File: src/rtl/i2c_mon_pkg.sv
package i2c_mon_pkg;

  typedef enum logic [2:0] {
    EV_START   = 3'd0,
    EV_RSTART  = 3'd1,
    EV_STOP    = 3'd2,
    EV_ADDR_WR = 3'd3,
    EV_ADDR_RD = 3'd4,
    EV_DATA_WR = 3'd5,
    EV_DATA_RD = 3'd6
  } ev_code_e;

  typedef enum logic [1:0] {
    ST_IDLE = 2'd0,
    ST_ADDR = 2'd1,
    ST_DATA = 2'd2
  } frame_st_e;

  // Event code for a finished byte from its role and the transfer direction.
  function automatic ev_code_e byte_code(input logic is_addr, input logic rd);
    if (is_addr) return rd ? EV_ADDR_RD : EV_ADDR_WR;
    return rd ? EV_DATA_RD : EV_DATA_WR;
  endfunction

  // Event code for a START, depending on whether a frame is already open.
  function automatic ev_code_e start_code(input logic in_frame);
    return in_frame ? EV_RSTART : EV_START;
  endfunction

endpackage

File: src/rtl/i2c_mon_sync.sv
module i2c_mon_sync #(
  parameter int unsigned STAGES = 2,
  parameter int unsigned LANES  = 2
) (
  input  logic             clk,
  input  logic             rst_n,
  input  logic [LANES-1:0] d_i,
  output logic [LANES-1:0] q_o,
  output logic             vld_o
);

  logic [STAGES-1:0][LANES-1:0] pipe_q;
  logic [STAGES-1:0]            fill_q;

  // The chain resets to the idle bus level. fill_q marks the stages that
  // already hold a real pin sample.
  always_ff @(posedge clk or negedge rst_n) begin
    if (!rst_n) begin
      pipe_q <= '1;
      fill_q <= '0;
    end else begin
      pipe_q[0] <= d_i;
      fill_q[0] <= 1'b1;
      for (int i = 1; i < int'(STAGES); i++) begin
        pipe_q[i] <= pipe_q[i-1];
        fill_q[i] <= fill_q[i-1];
      end
    end
  end

  assign q_o   = pipe_q[STAGES-1];
  assign vld_o = fill_q[STAGES-1];

endmodule

File: src/rtl/i2c_mon_edge.sv
module i2c_mon_edge (
  input  logic clk,
  input  logic rst_n,
  input  logic smp_vld_i,
  input  logic scl_i,
  input  logic sda_i,
  output logic load_o,
  output logic scl_rise_o,
  output logic start_o,
  output logic stop_o
);

  logic prev_scl_q, prev_sda_q, primed_q;
  logic live;

  assign load_o = smp_vld_i && !primed_q;
  assign live   = smp_vld_i && primed_q;

  always_ff @(posedge clk or negedge rst_n) begin
    if (!rst_n) begin
      prev_scl_q <= 1'b1;
      prev_sda_q <= 1'b1;
      primed_q   <= 1'b0;
    end else if (smp_vld_i) begin
      prev_scl_q <= scl_i;
      prev_sda_q <= sda_i;
      primed_q   <= 1'b1;
    end
  end

  assign scl_rise_o = live && !prev_scl_q && scl_i;
  assign start_o    = live && scl_i && prev_sda_q && !sda_i;
  assign stop_o     = live && scl_i && !prev_sda_q && sda_i;

  AST_PRIMED_STICKS: assert property (@(posedge clk) disable iff (!rst_n)
    primed_q |=> primed_q);

endmodule

File: src/rtl/i2c_mon_frame.sv
module i2c_mon_frame
  import i2c_mon_pkg::*;
#(
  parameter int unsigned BYTE_W = 8
) (
  input  logic              clk,
  input  logic              rst_n,
  input  logic              bit_rise_i,
  input  logic              start_i,
  input  logic              stop_i,
  input  logic              sda_i,
  output logic              evt_valid_o,
  output logic [2:0]        evt_code_o,
  output logic [BYTE_W-1:0] evt_byte_o,
  output logic              evt_nack_o,
  output logic [BYTE_W:0]   evt_raw_o
);

  localparam int unsigned FRAME_W = BYTE_W + 1;
  localparam int unsigned CNT_W   = $clog2(FRAME_W);
  localparam logic [CNT_W-1:0] LAST_BIT = CNT_W'(FRAME_W - 1);

  // Address field: payload without its direction bit, right-aligned.
  function automatic logic [BYTE_W-1:0] addr_field(input logic [BYTE_W-1:0] p);
    return {1'b0, p[BYTE_W-1:1]};
  endfunction

  function automatic logic [BYTE_W-1:0] payload_of(input logic [FRAME_W-1:0] r);
    return r[FRAME_W-1:1];
  endfunction

  frame_st_e         st_q;
  logic [CNT_W-1:0]  cnt_q;
  logic [BYTE_W-1:0] sh_q;
  logic              rep_q, dir_rd_q;

  logic               take_bit, take_start, take_stop, byte_done;
  logic [FRAME_W-1:0] shift_nx;
  logic [BYTE_W-1:0]  payload;

  // Priority in the data state: bit edge, then START, then STOP.
  assign take_bit   = (st_q == ST_ADDR || st_q == ST_DATA) && bit_rise_i;
  assign take_start = start_i && ((st_q == ST_IDLE) ||
                                  (st_q == ST_DATA && !bit_rise_i));
  assign take_stop  = stop_i && st_q == ST_DATA && !bit_rise_i && !start_i;
  assign byte_done  = take_bit && (cnt_q == LAST_BIT);
  assign shift_nx   = {sh_q, sda_i};
  assign payload    = payload_of(shift_nx);

  always_ff @(posedge clk or negedge rst_n) begin
    if (!rst_n) begin
      st_q        <= ST_IDLE;
      cnt_q       <= '0;
      sh_q        <= '0;
      rep_q       <= 1'b0;
      dir_rd_q    <= 1'b0;
      evt_valid_o <= 1'b0;
      evt_code_o  <= EV_START;
      evt_byte_o  <= '0;
      evt_nack_o  <= 1'b0;
      evt_raw_o   <= '0;
    end else begin
      evt_valid_o <= 1'b0;
      if (take_start) begin
        st_q        <= ST_ADDR;
        cnt_q       <= '0;
        sh_q        <= '0;
        rep_q       <= 1'b1;
        dir_rd_q    <= 1'b0;
        evt_valid_o <= 1'b1;
        evt_code_o  <= start_code(rep_q);
        evt_byte_o  <= '0;
        evt_nack_o  <= 1'b0;
        evt_raw_o   <= '0;
      end else if (take_stop) begin
        st_q        <= ST_IDLE;
        rep_q       <= 1'b0;
        dir_rd_q    <= 1'b0;
        evt_valid_o <= 1'b1;
        evt_code_o  <= EV_STOP;
        evt_byte_o  <= '0;
        evt_nack_o  <= 1'b0;
        evt_raw_o   <= '0;
      end else if (byte_done) begin
        cnt_q       <= '0;
        sh_q        <= '0;
        evt_valid_o <= 1'b1;
        evt_nack_o  <= shift_nx[0];
        evt_raw_o   <= shift_nx;
        if (st_q == ST_ADDR) begin
          st_q       <= ST_DATA;
          dir_rd_q   <= payload[0];
          evt_code_o <= byte_code(1'b1, payload[0]);
          evt_byte_o <= addr_field(payload);
        end else begin
          evt_code_o <= byte_code(1'b0, dir_rd_q);
          evt_byte_o <= payload;
        end
      end else if (take_bit) begin
        cnt_q <= cnt_q + 1'b1;
        sh_q  <= shift_nx[BYTE_W-1:0];
      end
    end
  end

  AST_START_ARMS_ADDR: assert property (@(posedge clk) disable iff (!rst_n)
    take_start |=> (st_q == ST_ADDR) && (cnt_q == '0));
  AST_STOP_DISARMS: assert property (@(posedge clk) disable iff (!rst_n)
    take_stop |=> (st_q == ST_IDLE) && !rep_q);
  AST_CNT_BOUND: assert property (@(posedge clk) disable iff (!rst_n)
    cnt_q <= LAST_BIT);
  AST_ADDR_LEADS_DATA: assert property (@(posedge clk) disable iff (!rst_n)
    evt_valid_o && (evt_code_o == EV_ADDR_WR || evt_code_o == EV_ADDR_RD)
      |-> st_q == ST_DATA);
  AST_DATA_DIR: assert property (@(posedge clk) disable iff (!rst_n)
    evt_valid_o && evt_code_o == EV_DATA_RD |-> dir_rd_q);
  AST_ADDR_HOLDS: assert property (@(posedge clk) disable iff (!rst_n)
    (st_q == ST_ADDR) && !bit_rise_i |=> st_q == ST_ADDR);

endmodule

File: src/rtl/i2c_bus_monitor.sv
module i2c_bus_monitor #(
  parameter int unsigned SYNC_STAGES = 2,
  parameter int unsigned BYTE_W      = 8
) (
  input  logic              clk,
  input  logic              rst_n,
  input  logic              scl_i,
  input  logic              sda_i,
  output logic              evt_valid_o,
  output logic [2:0]        evt_code_o,
  output logic [BYTE_W-1:0] evt_byte_o,
  output logic              evt_nack_o,
  output logic [BYTE_W:0]   evt_raw_o
);

  localparam int unsigned LANES = 2;

  logic [LANES-1:0] line_s;
  logic             smp_vld;
  logic             first_smp, scl_rise, start_c, stop_c;

  i2c_mon_sync #(.STAGES(SYNC_STAGES), .LANES(LANES)) i_sync (
    .clk   (clk),
    .rst_n (rst_n),
    .d_i   ({scl_i, sda_i}),
    .q_o   (line_s),
    .vld_o (smp_vld)
  );

  i2c_mon_edge i_edge (
    .clk        (clk),
    .rst_n      (rst_n),
    .smp_vld_i  (smp_vld),
    .scl_i      (line_s[1]),
    .sda_i      (line_s[0]),
    .load_o     (first_smp),
    .scl_rise_o (scl_rise),
    .start_o    (start_c),
    .stop_o     (stop_c)
  );

  i2c_mon_frame #(.BYTE_W(BYTE_W)) i_frame (
    .clk         (clk),
    .rst_n       (rst_n),
    .bit_rise_i  (scl_rise),
    .start_i     (start_c),
    .stop_i      (stop_c),
    .sda_i       (line_s[0]),
    .evt_valid_o (evt_valid_o),
    .evt_code_o  (evt_code_o),
    .evt_byte_o  (evt_byte_o),
    .evt_nack_o  (evt_nack_o),
    .evt_raw_o   (evt_raw_o)
  );

  AST_FIRST_QUIET: assert property (@(posedge clk) disable iff (!rst_n)
    first_smp |=> !evt_valid_o);
  AST_CODE_LEGAL: assert property (@(posedge clk) disable iff (!rst_n)
    evt_valid_o |-> evt_code_o <= 3'd6);

endmodule

File: config.mk
export PLATFORM = sky130hd
export DESIGN_NAME = i2c_bus_monitor
export DESIGN_NICKNAME = d
export VERILOG_FILES = /design/src/rtl/i2c_mon_pkg.sv /design/src/rtl/i2c_mon_sync.sv /design/src/rtl/i2c_mon_edge.sv /design/src/rtl/i2c_mon_frame.sv /design/src/rtl/i2c_bus_monitor.sv
export SDC_FILE = /design/constraint.sdc
export NUM_CORES = 1
export LEC_CHECK = 0
export BUFFER_PORTS_ARGS = -buffer_cell sky130_fd_sc_hd__clkbuf_2
export CORE_ASPECT_RATIO = 1.5
export CORE_MARGIN = 2
export CORE_UTILIZATION = 32
export CTS_BUF_LIST = sky130_fd_sc_hd__clkbuf_8
export DETAILED_ROUTE_END_ITERATION = 16
export GPL_TIMING_DRIVEN = 0
export HOLD_SLACK_MARGIN = 0.1
export PLACE_DENSITY_LB_ADDON = 0.25
export SYNTH_ARGS = -nofsm -noshare
export SYNTH_HDL_FRONTEND = slang
export SYNTH_SLANG_ARGS = --single-unit
export TNS_END_PERCENT = 10
File: constraint.sdc
create_clock -name clk -period 3.5 [get_ports clk]
set_input_delay 0 -clock clk [delete_from_list [all_inputs] [get_ports clk]]
set_output_delay 0 -clock clk [all_outputs]
set_load 0.05 [all_outputs]
* After elaboration in Yosys (flattened, before gate mapping) *
Cells that the tools add are included.

word-level totals
  bits in registers = 47
  bits of input ports = 4
  word-level logic and storage cells = 94

cells by class
  mux-type cells = 44
  reduce and logical (&&, ||, !) cells = 29
  add/sub/neg operators = 1
  equality and inequality tests = 4

operators with widths
  operator               number
  $mux W8                8
  $mux W9                3
  $mux W3                6
  $mux W1                17
  $mux W4                4
  $logic_and A1 B1 Y1    15
  $mux W2                6
  $reduce_bool A3 Y1     3
  $logic_not A1 Y1       5
  $add A4 B1 Y4 const B  1
  $eq A4 B4 Y1 const B   1
  $reduce_and A2 Y1      2
  $eq A2 B1 Y1 const B   1
  $eq A2 B2 Y1 const B   1
  $logic_not A2 Y1       1
  $logic_or A1 B1 Y1     2
  $ne A2 B1 Y1 const B   1
  $reduce_bool A2 Y1     1

* Depth between registers and ports, before layout *
Gate-level depths: netlist of run 1.

  word-level depth = 14
  mapped depth = 8
  gate-level depth less buffers = 6

* Hierarchy *
Synthesis of run 1 repeated with hierarchy kept, for this count alone.

unflattened totals
  cell total of the unflattened synthesis = 201
  area total of the unflattened synthesis = 2083.2 sq um

modules (own cells, without submodules)
  module         instances  area an instance (sq um)  seq. area each (sq um)  cells an instance
  i2c_mon_frame  1          1757.9                    925.9                   181
  i2c_mon_sync   1          173.9                     155.1                   9
  i2c_mon_edge   1          151.4                     77.6                    11

* Least setup slack after synthesis of run 1 *
OpenSTA, ideal clock, no wires.

  path kind = reg-to-reg
  from = register i_frame.st_q[0]
  to = register i_frame.evt_raw_o[1]
  path slack = 1.775 ns
  period minus slack after synthesis = 1.725 ns
  data required time = 3.379 ns
  arrival time = 1.604 ns
  setup time = 0.121 ns
  cell stages (with the launch flop) = 9
  cell sequence = dfrtp_1 -> inv_1 -> ha_1 -> nor2b_1 -> buf_2 -> and3_4 -> and2_1 -> buf_2 -> a22o_2

between the ends
  word-level cells in the longest chain between the ends = 6
  elaborated cells on any way between the ends = 15
  classes of those cells = eq/ne (2); mux (2); reduce/logical (11)

RTL lines
  item                               line                                                           RTL
  start: declaration                 i2c_mon_frame.sv:32                                            frame_st_e st_q;
  start signal: assignment           i2c_mon_frame.sv:52                                            st_q <= ST_IDLE;
  start signal: assignment           i2c_mon_frame.sv:65                                            st_q <= ST_ADDR;
  start signal: assignment           i2c_mon_frame.sv:76                                            st_q <= ST_IDLE;
  $eq A2 B2 Y1                       i2c_mon_frame.sv:42, i2c_mon_frame.sv:44, i2c_mon_frame.sv:45
  $logic_and A1 B1 Y1 (3 in series)  i2c_mon_frame.sv:45                                            assign take_stop = stop_i && st_q == ST_DATA && !bit_rise_i && !start_i;
  $mux W9                            i2c_mon_frame.sv:75                                            end else if (take_stop) begin
  $mux W9                            i2c_mon_frame.sv:64                                            if (take_start) begin
  end signal: assignment             i2c_mon_frame.sv:89                                            evt_raw_o <= shift_nx;
  end: declaration                   i2c_mon_frame.sv:16                                            output logic [BYTE_W:0] evt_raw_o

Parallel ways exist; a longest one is shown, timed or not.
A chain may end at the register's enable or synchronous reset.

* Final worst setup path of run 1 *
  from = register i_frame.st_q[0]
  to = register i_frame.evt_code_o[0]

between the ends
  word-level cells in the longest chain between the ends = 6
  elaborated cells on any way between the ends = 17
  classes of those cells = eq/ne (2); mux (4); reduce/logical (11)

RTL lines
  item                               line                                                           RTL
  $eq A2 B2 Y1                       i2c_mon_frame.sv:42, i2c_mon_frame.sv:44, i2c_mon_frame.sv:45
  $logic_and A1 B1 Y1 (3 in series)  i2c_mon_frame.sv:45
  $mux W3                            i2c_mon_frame.sv:75
  $mux W3                            i2c_mon_frame.sv:64
  end signal: assignment             i2c_mon_frame.sv:71                                            evt_code_o <= start_code(rep_q);
  end signal: assignment             i2c_mon_frame.sv:93                                            evt_code_o <= byte_code(1'b1, payload[0]);
  end signal: assignment             i2c_mon_frame.sv:96                                            evt_code_o <= byte_code(1'b0, dir_rd_q);
  end: declaration                   i2c_mon_frame.sv:13                                            output logic [2:0] evt_code_o,

Parallel ways exist; a longest one is shown, timed or not. The select of a mux whose other input is x is not followed.

==> out/qor.yml, run 1 <==
wl_per_cell_um: 14.6
r2r_end: "i_frame.evt_code_o[0]"
pin_count: 26
skew_ns: 0.00817
clk_path_buf_depth: 2
ys_ff_latch: 46
area_growth_pct: 19.4
synth_fp_nets: 170
synth_xor_area_share_pct: 0.435
yosys.area.top_type: "dfrtp_1"
tightest_slew_ns: 1.12
p_leak_uw: 0.00115
initial_core_util_pct: 32.8
outcome: "complete, no violations"
yosys-top-cells-area: "dfrtp_1 50%, dfstp_2 7.8%, a22o_1 4.4%, mux2i_1 4.0%, ha_1 3.1%"
wl_met2_um: 1980
grt.total_usage_pct: 12.8
post-route-cell-area_mm2: 0.00240
met3_length_um: 165
yosys_warnings: 0
synthMuxAreaShare_pct: 5.66
endpoint_kind: "flip-flop"
drive_above_1_share_pct: 33.0
cts-root-buf: "clkbuf_8"
avgSynthCellArea_um2: 12.5
vias_per_cell: 4.99
synth_fa_ha_area_share_pct: 3.11
yosys.cell_count.top_type: "dfrtp_1"
hp-start: "scl_i"
place_congestion: 0.756
yosysSeqAreaShare_pct: 57.6
drv_cap: 0
clock_sinks: 46
period_minus_slack_ns: 2.02
firstDrtPassIters: 4
arrival_ns: 2.26
ctsResizeCount: 0
drv_slew: 0
die_h_um: 101
crit_chain: "inv_1, ha_1, a21oi_1, o2111ai_1, a211oi_1, a221o_2"
numPortBuffers: 25
antenna_found_initial: 0
ir_worst_vdd_mv: 0.251
gr-total-overflow: 0
power.density_mw_per_mm2: 577
htreeDepth: 2
post-route-period-util_pct: 57.7
synth_area_mm2: 0.00201
synth-compound-area-share_pct: 15.7
path_class: "flip-flop to flip-flop"
r2r_slack_ns: 1.48
ctsHoldBuffers: 3
cp_data_required_time_ns: 3.74
final_nets: 205
met1Wirelength_um: 1730
top_layer_used: "met4"
synth_cells: 161
dp_hpwl_um: 2800
synth_edf_count: 0
ant_nets: 0
vias: 1352
post-route-drc-count: 0
grt_max_degree: 47
final.setup.tns_ns: 0
grt_pass1_vias: 1359
synth_ff_type: "dfrtp_1"
netlist.area_leader.share_pct: 49.7
start_kind: "flip-flop"
drtIter0Drc: 77
worst_r2r_startpoint: "i_frame.st_q[0]"
max_stage_delay_ns: 0.43
wl_um: 3960
crit_fanout: 7
slowest_stage: "o2111ai_1"
postCtsSetupRepairBufs: 0
critPathBufInv: 1
num_rows: 35
r2r_cells: 6
fmax_mhz: 495
holdPathEnd: "i_sync.pipe_q[1]"
die_w_um: 68.8
final_hold_viol_count: 0
hold_depth: 2
yosys.area_share.simple_pct: 13.8
rsz0062_at_grt: "no"
core_area_mm2: 0.00613
antenna_cells: 0
async_reset_ff_share_pct: 100
setup_viol: 0
slew_headroom_pct: 25.3
numCtsBuffers: 5
crit_family: "compound AO/OA/AOI/OAI gates"
ys_top_cells_by_count: "40 x dfrtp_1, 10 x a22o_1, 10 x nand2_1"
min_path_type: "primary input to flip-flop"
die_area_mm2: 0.00695
grt_pass1_wl_um: 6690
clk_pin_slew_ns: 0.08
tritoncts: "built"
clkLatencyLatePin_ns: 0.30
synth.distinct_cells: 41
placed_area_mm2: 0.00223
synth_top_family_by_area: "compound AO/OA/AOI/OAI gates"
final cells by class:
type	count	area [µm²]
tap	74	92.6
timing repair buffer	28	155
multi-input combinational	102	783
inverter	5	18.8
buffer	8	52.6
clock buffer	6	82.6
clock inverter	2	60.1
fill	601	3730
sequential	46	1160
sequential cells by signal, indices dropped and copies added (netlist names), 2 cells and up:
name	count
i_frame.evt_raw_o	9
i_sync.pipe_q	2
i_sync.fill_q	2
i_frame.cnt_q	4
i_frame.st_q	2
i_sync.q_o	2
i_frame.payload	8
i_frame.evt_byte_o	8
i_frame.evt_code_o	3
metal layers:
metal	track usage, %	vias up
li1	-	647
met1	15.8	667
met2	20.9	29
met3	2.78	9
met4	6.18	0
met5	0	-
how the worst max path moves through the flow:
stage	depth (start not counted)	from	endpoint	slack, ns
floorplan	8	i_frame.st_q[0]	i_frame.evt_raw_o[1]	1.78
global placement	6	i_frame.st_q[0]	i_frame.evt_code_o[0]	1.51
detailed placement	6	i_frame.st_q[0]	i_frame.evt_code_o[0]	1.47
CTS	6	i_frame.st_q[0]	i_frame.evt_code_o[0]	1.44
global route	7	i_frame.st_q[0]	i_frame.evt_code_o[0]	1.32
finish	6	i_frame.st_q[0]	i_frame.evt_code_o[0]	1.48
power breakdown:
group / switching [µW] / internal, µW
logic: 137 / 100
clock network: 181 / 305
registers: 68.3 / 595
total: 386 / 1000
logic make-up (layout without fill, tap and decap cells):
| group | after synthesis | count (layout) |
|---|---|---|
| fa+ha+maj | 5 | 5 |
| buf+inv | 13 | 49 |
| other cells | 1 | 1 |
| compound gates | 40 | 40 |
| flops | 46 | 46 |
| simple gates | 44 | 44 |
| mux | 11 | 11 |
| xor+xnor | 1 | 1 |
cells in the final DEF (no fill, tap or decap), types with 3 or more instances in the layout:
cell type       n
a211oi_1        3
a21oi_1         9
a22o_1         10
a22o_2          5
buf_2           3
buf_4           3
clkbuf_2       25
clkbuf_8        6
dfrtp_1        40
dfstp_2         6
dlygate4sd3_1   3
ha_1            5
inv_1           5
mux2_2          3
mux2i_1         8
nand2_1        10
nand2b_1        4
nand3_1         7
nor2_1          3
nor2b_1         4
o2bb2ai_1       6
per-stage QoR:
step	worst slack [ns]	utilization, %	power [µW]	hold WS [ns]	instances
after floorplan	1.78	-	838	-0.296	161
after global placement	1.51	36.4	908	0.0872	260
after detailed placement	1.47	36.4	912	0.0893	260
after CTS	1.44	39.2	1410	0.321	271
after global routing	1.32	39.2	1460	0.326	271
final	1.48	39.2	1390	0.329	271
Power figures use the tool's default switching activity.
==> inputs of run 2 (changes only) <==
==> constraint.sdc (replaced) <==
create_clock -name clk -period 2.05 [get_ports clk]
set_input_delay 0 -clock clk [delete_from_list [all_inputs] [get_ports clk]]
set_output_delay 0 -clock clk [all_outputs]
set_load 0.05 [all_outputs]
==> run 2 against run 1 <==
Effect of this change:
- routed wire length increased by 0.58%
- combinational power increased by 75%
- die area unchanged
- critical endpoint is now i_frame.evt_byte_o[2]
- largest cell class unchanged
==> out/qor.yml, run 2 (synthesis results as in run 1) <==
arrival_ns: 2.14
area_growth_pct: 20.3
final.setup.tns_ns: 0
numPortBuffers: 25
final_cell_mix: "40 x dfrtp_1, 25 x clkbuf_2, 10 x nand2_1, 10 x a22o_1"
antenna_cells: 0
r2r_slack_ns: 0.13
path_class: "flip-flop to flip-flop"
grt_max_degree: 47
top_layer_used: "met4"
fmax_mhz: 521
gr-total-overflow: 0
post-route-period-util_pct: 93.6
outcome: "complete, no violations"
pre_cts_ws_ns: 0.0206
die_h_um: 101
place_congestion: 0.756
final_hold_viol_count: 0
pin_count: 26
num_rows: 35
core_area_mm2: 0.00613
setup_viol: 0
dp_hpwl_um: 2800
tritoncts: "built"
grt.total_usage_pct: 12.8
antenna_found_initial: 0
post-route-drc-count: 0
hp-start: "scl_i"
vias_per_cell: 4.97
period_minus_slack_ns: 1.92
drive_above_1_share_pct: 34.0
power.density_mw_per_mm2: 981
rsz0062_at_grt: "yes"
clock_sinks: 46
clkLatencyLatePin_ns: 0.30
wl_met2_um: 2010
layout_commonest_cell: "dfrtp_1"
ant_nets: 0
max_stage_delay_ns: 0.38
hold_depth: 2
critPathBufInv: 3
crit_fanout: 10
endpoint_kind: "flip-flop"
worst_r2r_startpoint: "i_frame.st_q[0]"
cts-root-buf: "clkbuf_8"
wl_um: 3980
die_area_mm2: 0.00695
grt_pass1_vias: 1359
fin_util_pct: 39.5
htreeDepth: 2
p_leak_uw: 0.00115
placed_area_mm2: 0.00223
tightest_slew_ns: 1.12
post-route-cell-area_mm2: 0.00242
start_kind: "flip-flop"
top_register: "i_frame.evt_raw_o"
met1Wirelength_um: 1720
final_nets: 205
r2r_end: "i_frame.evt_byte_o[2]"
crit_chain: "inv_1, ha_1, nor2b_1, buf_4, and3_4, nor3_4, buf_6, o2bb2ai_1"
vias: 1346
die_w_um: 68.8
firstDrtPassIters: 4
cp_data_required_time_ns: 2.27
clk_path_buf_depth: 2
slowest_stage: "dfrtp_1"
drv_cap: 0
drtIter0Drc: 63
min_path_type: "primary input to flip-flop"
initial_core_util_pct: 32.8
r2r_cells: 8
crit_family: "simple AND/OR/NAND/NOR gates"
skew_ns: 0.00788
drv_slew: 0
wl_per_cell_um: 14.7
ir_worst_vdd_mv: 0.426
numCtsBuffers: 5
grt_pass1_wl_um: 6690
layout_setup_ws_ns: 0.131
clk_pin_slew_ns: 0.09
holdPathEnd: "i_sync.pipe_q[1]"
met3_length_um: 170
slew_headroom_pct: 25.2
largest_reg_flops: 9
run 2: cell counts in the layout (fill, tap and decap cells not counted):
Identical to the previous run, type by type.
run 2: worst max-delay path by stage:
stage,start,slack (ns),endpoint,cells after the start
finish,i_frame.st_q[0],0.13,i_frame.evt_byte_o[2],8
global route,i_frame.st_q[0],0.006,i_frame.evt_raw_o[7],8
CTS,i_frame.st_q[0],-0.01,i_frame.evt_code_o[0],6
detailed placement,i_frame.st_q[0],0.02,i_frame.evt_code_o[0],6
global placement,i_frame.st_q[0],0.06,i_frame.evt_code_o[0],6
floorplan,i_frame.st_q[0],0.33,i_frame.evt_raw_o[1],8
run 2: timing repair:
action	in CTS	in global routing
buffers inserted	0	0
resized for setup	0	5
endpoints found under the hold margin	42	0
setup endpoints to repair	1	19
cloned	0	0
hold buffers	3	0
run 2: area by class of cell:
cell class / count / area [µm²]
Buffer: 8 / 55.1
Tap cell: 74 / 92.6
Multi-Input combinational cell: 102 / 800
Fill cell: 598 / 3710
Clock inverter: 2 / 60.1
Clock buffer: 6 / 82.6
Timing Repair Buffer: 28 / 155
Inverter: 5 / 18.8
Sequential cell: 46 / 1160
run 2: metal layers:
layer  track usage [%]  vias to the layer above
li1                  -                      650
met2              20.9                       30
met3              2.78                        9
met4              6.18                        0
met5                 0                        -
met1              15.8                      657
run 2: per-stage QoR:
stage               instances  total power, µW  hold WS, ns
finish                    271             2380        0.326
global route              271             2500        0.326
CTS                       271             2400        0.321
detailed placement        260             1560       0.0893
global placement          260             1550       0.0872
floorplan                 161             1430       -0.296
run 2: power breakdown:
part / internal [µW] / total, µW / switching, µW
Combinational: 176 / 414 / 238
Sequential: 1020 / 1130 / 117
Clock: 520 / 831 / 311
==> inputs of run 3 (changes only) <==
--- a/config.mk
+++ b/config.mk
@@ -13,7 +13,6 @@
 export DETAILED_ROUTE_END_ITERATION = 16
 export GPL_TIMING_DRIVEN = 0
 export HOLD_SLACK_MARGIN = 0.1
-export PLACE_DENSITY_LB_ADDON = 0.25
 export SYNTH_ARGS = -nofsm -noshare
 export SYNTH_HDL_FRONTEND = slang
 export SYNTH_SLANG_ARGS = --single-unit
==> run 3 against run 2 <==
Effect of this change:
- non-clock buffer count stayed put
- global-route usage is 0.60 points higher
- first-iteration DRC count is 59% lower
- via count is 3.6% higher
- routed wire length is 4.3% higher
- sequential power hardly changed
- clock power is 37% lower
- critical path depth stayed put
- final area is 2.6% lower
- clock skew is 0.0039 ns lower
- worst hold slack better by 0.016 ns
- critical path type unchanged
- largest power group unchanged
==> out/qor.yml, run 3 (synthesis results as in run 1) <==
post-route-period-util_pct: 97.6
p_sw_share_pct: 31.4
area_growth_pct: 17.2
worst_r2r_startpoint: "i_frame.st_q[0]"
clock_sinks: 46
layout_commonest_cell: "dfrtp_1"
largest_reg_flops: 9
die_w_um: 68.8
core_area_mm2: 0.00613
p_int_uw: 1420
endpoint_kind: "flip-flop"
pwr-share-comb_pct: 20.3
vias: 1395
start_kind: "flip-flop"
skew_ns: 0.00398
top_register: "i_frame.evt_raw_o"
drive_above_1_share_pct: 34.2
grt_max_degree: 47
use_met1_pct: 18.4
layout_setup_ws_ns: 0.0494
final_hold_viol_count: 0
crit_path_start: "i_frame.st_q[0]"
grt_use_met3_pct: 2.00
drtIter0Drc: 26
n_fill_cell: 608
grt_pass1_wl_um: 6960
outcome: "complete, no violations"
place_congestion: 0.757
ant_nets: 0
tightest_slew_ns: 1.11
firstDrtPassIters: 4
post-route-cell-area_mm2: 0.00236
arrival_ns: 2.22
numCtsBuffers: 5
period_minus_slack_ns: 2.00
r2r_slack_ns: 0.05
pin_count: 26
setup_viol: 0
cp_data_required_time_ns: 2.27
slew_headroom_pct: 25.7
crit_fanout: 10
hp-start: "scl_i"
gr-total-overflow: 0
wl_per_cell_um: 15.4
numPortBuffers: 25
grt.total_usage_pct: 13.4
clock_power_share_pct: 25.2
min_path_type: "primary input to flip-flop"
drv_slew: 0
wl_um: 4150
fmax_mhz: 500
cts-root-buf: "clkbuf_8"
dp_hpwl_um: 2860
tritoncts: "built"
num_rows: 35
switchingPower_uw: 651
grt_pass1_vias: 1412
p_leak_uw: 0.00112
vias_per_cell: 5.17
initial_core_util_pct: 32.8
gr-usage-met2_pct: 21.4
final_nets: 205
power.density_mw_per_mm2: 878
die_h_um: 101
rsz0062_at_grt: "yes"
pre_cts_ws_ns: 0.00705
die_area_mm2: 0.00695
post-route-drc-count: 0
htreeDepth: 2
clkLatencyLatePin_ns: 0.29
antenna_cells: 0
ir_worst_vdd_mv: 0.551
drv_cap: 0
seq_power_share_pct: 54.5
final_cell_mix: "40 x dfrtp_1, 26 x clkbuf_2, 10 x nand2_1, 10 x a22o_1"
antenna_found_initial: 0
clk_pin_slew_ns: 0.08
clk_path_buf_depth: 2
placed_area_mm2: 0.00223
path_class: "flip-flop to flip-flop"
gr-max-usage-layer: "met2"
[run 3: final cells by class]
cell class              instances  area (µm²)  area share, %
clock buffers                   5        68.8           2.92
plain buffers                   8        53.8           2.28
inverters                       5        18.8          0.796
clock inverters                 2        11.3          0.477
flip-flops and latches         46        1160           49.1
multi-input cells             102         800           33.9
well taps                      74        92.6           3.93
repair buffers                 28         155           6.58
[run 3: power groups by stage]
stage	clock network [µW]	logic, µW	registers, µW
floorplan	0	274	1160
detailed placement	0	410	1150
global route	581	465	1150
CTS	540	424	1130
finish	521	422	1130
global placement	0	403	1140
[run 3: per-stage QoR]
stage / instances / utilization [%] / hold WS (ns) / setup TNS, ns / power [µW]
after floorplan: 161 / - / -0.296 / 0 / 1430
after global placement: 260 / 36.4 / 0.0873 / 0 / 1550
after detailed placement: 260 / 36.4 / 0.0942 / 0 / 1560
after CTS: 270 / 38.3 / 0.330 / 0 / 2090
after global routing: 270 / 38.5 / 0.336 / -0.249 / 2190
final: 270 / 38.5 / 0.343 / 0 / 2070
[run 3: worst max-delay path, cell delays in order (launching register included)]
cell,delay (ns)
dfrtp_1,0.39
inv_1,0.08
ha_1,0.28
nor2b_1,0.14
buf_2,0.18
and3_4,0.21
nor3_4,0.32
buf_6,0.21
o2bb2ai_1,0.12
[run 3: path summary, 6_finish.rpt]
path,end,depth (start not counted)
setup / recovery,i_frame.evt_byte_o[2],8
max in group asynchronous,i_frame.evt_byte_o[7],2
hold / removal,i_sync.pipe_q[1],2
hold reg to reg,i_sync.fill_q[1],0
setup reg to reg,i_frame.evt_byte_o[2],8
min in group asynchronous,i_edge.primed_q,2
[run 3: repair_timing]
action / in CTS / in global routing
gates cloned: 0 / 0
endpoints found under the setup margin: 1 / 20
buffers inserted: 0 / 0
resized for setup: 2 / 3
endpoints found under the hold margin: 42 / 0
hold buffers: 3 / 0
[run 3: metal layers]
| layer | vias up | part of all wire [%] |
|---|---|---|
| li1 | 655 | - |
| met1 | 714 | 45 |
| met2 | 20 | 51 |
| met3 | 6 | 2.3 |
| met4 | 0 | 1.9 |
| met5 | - | 0 |
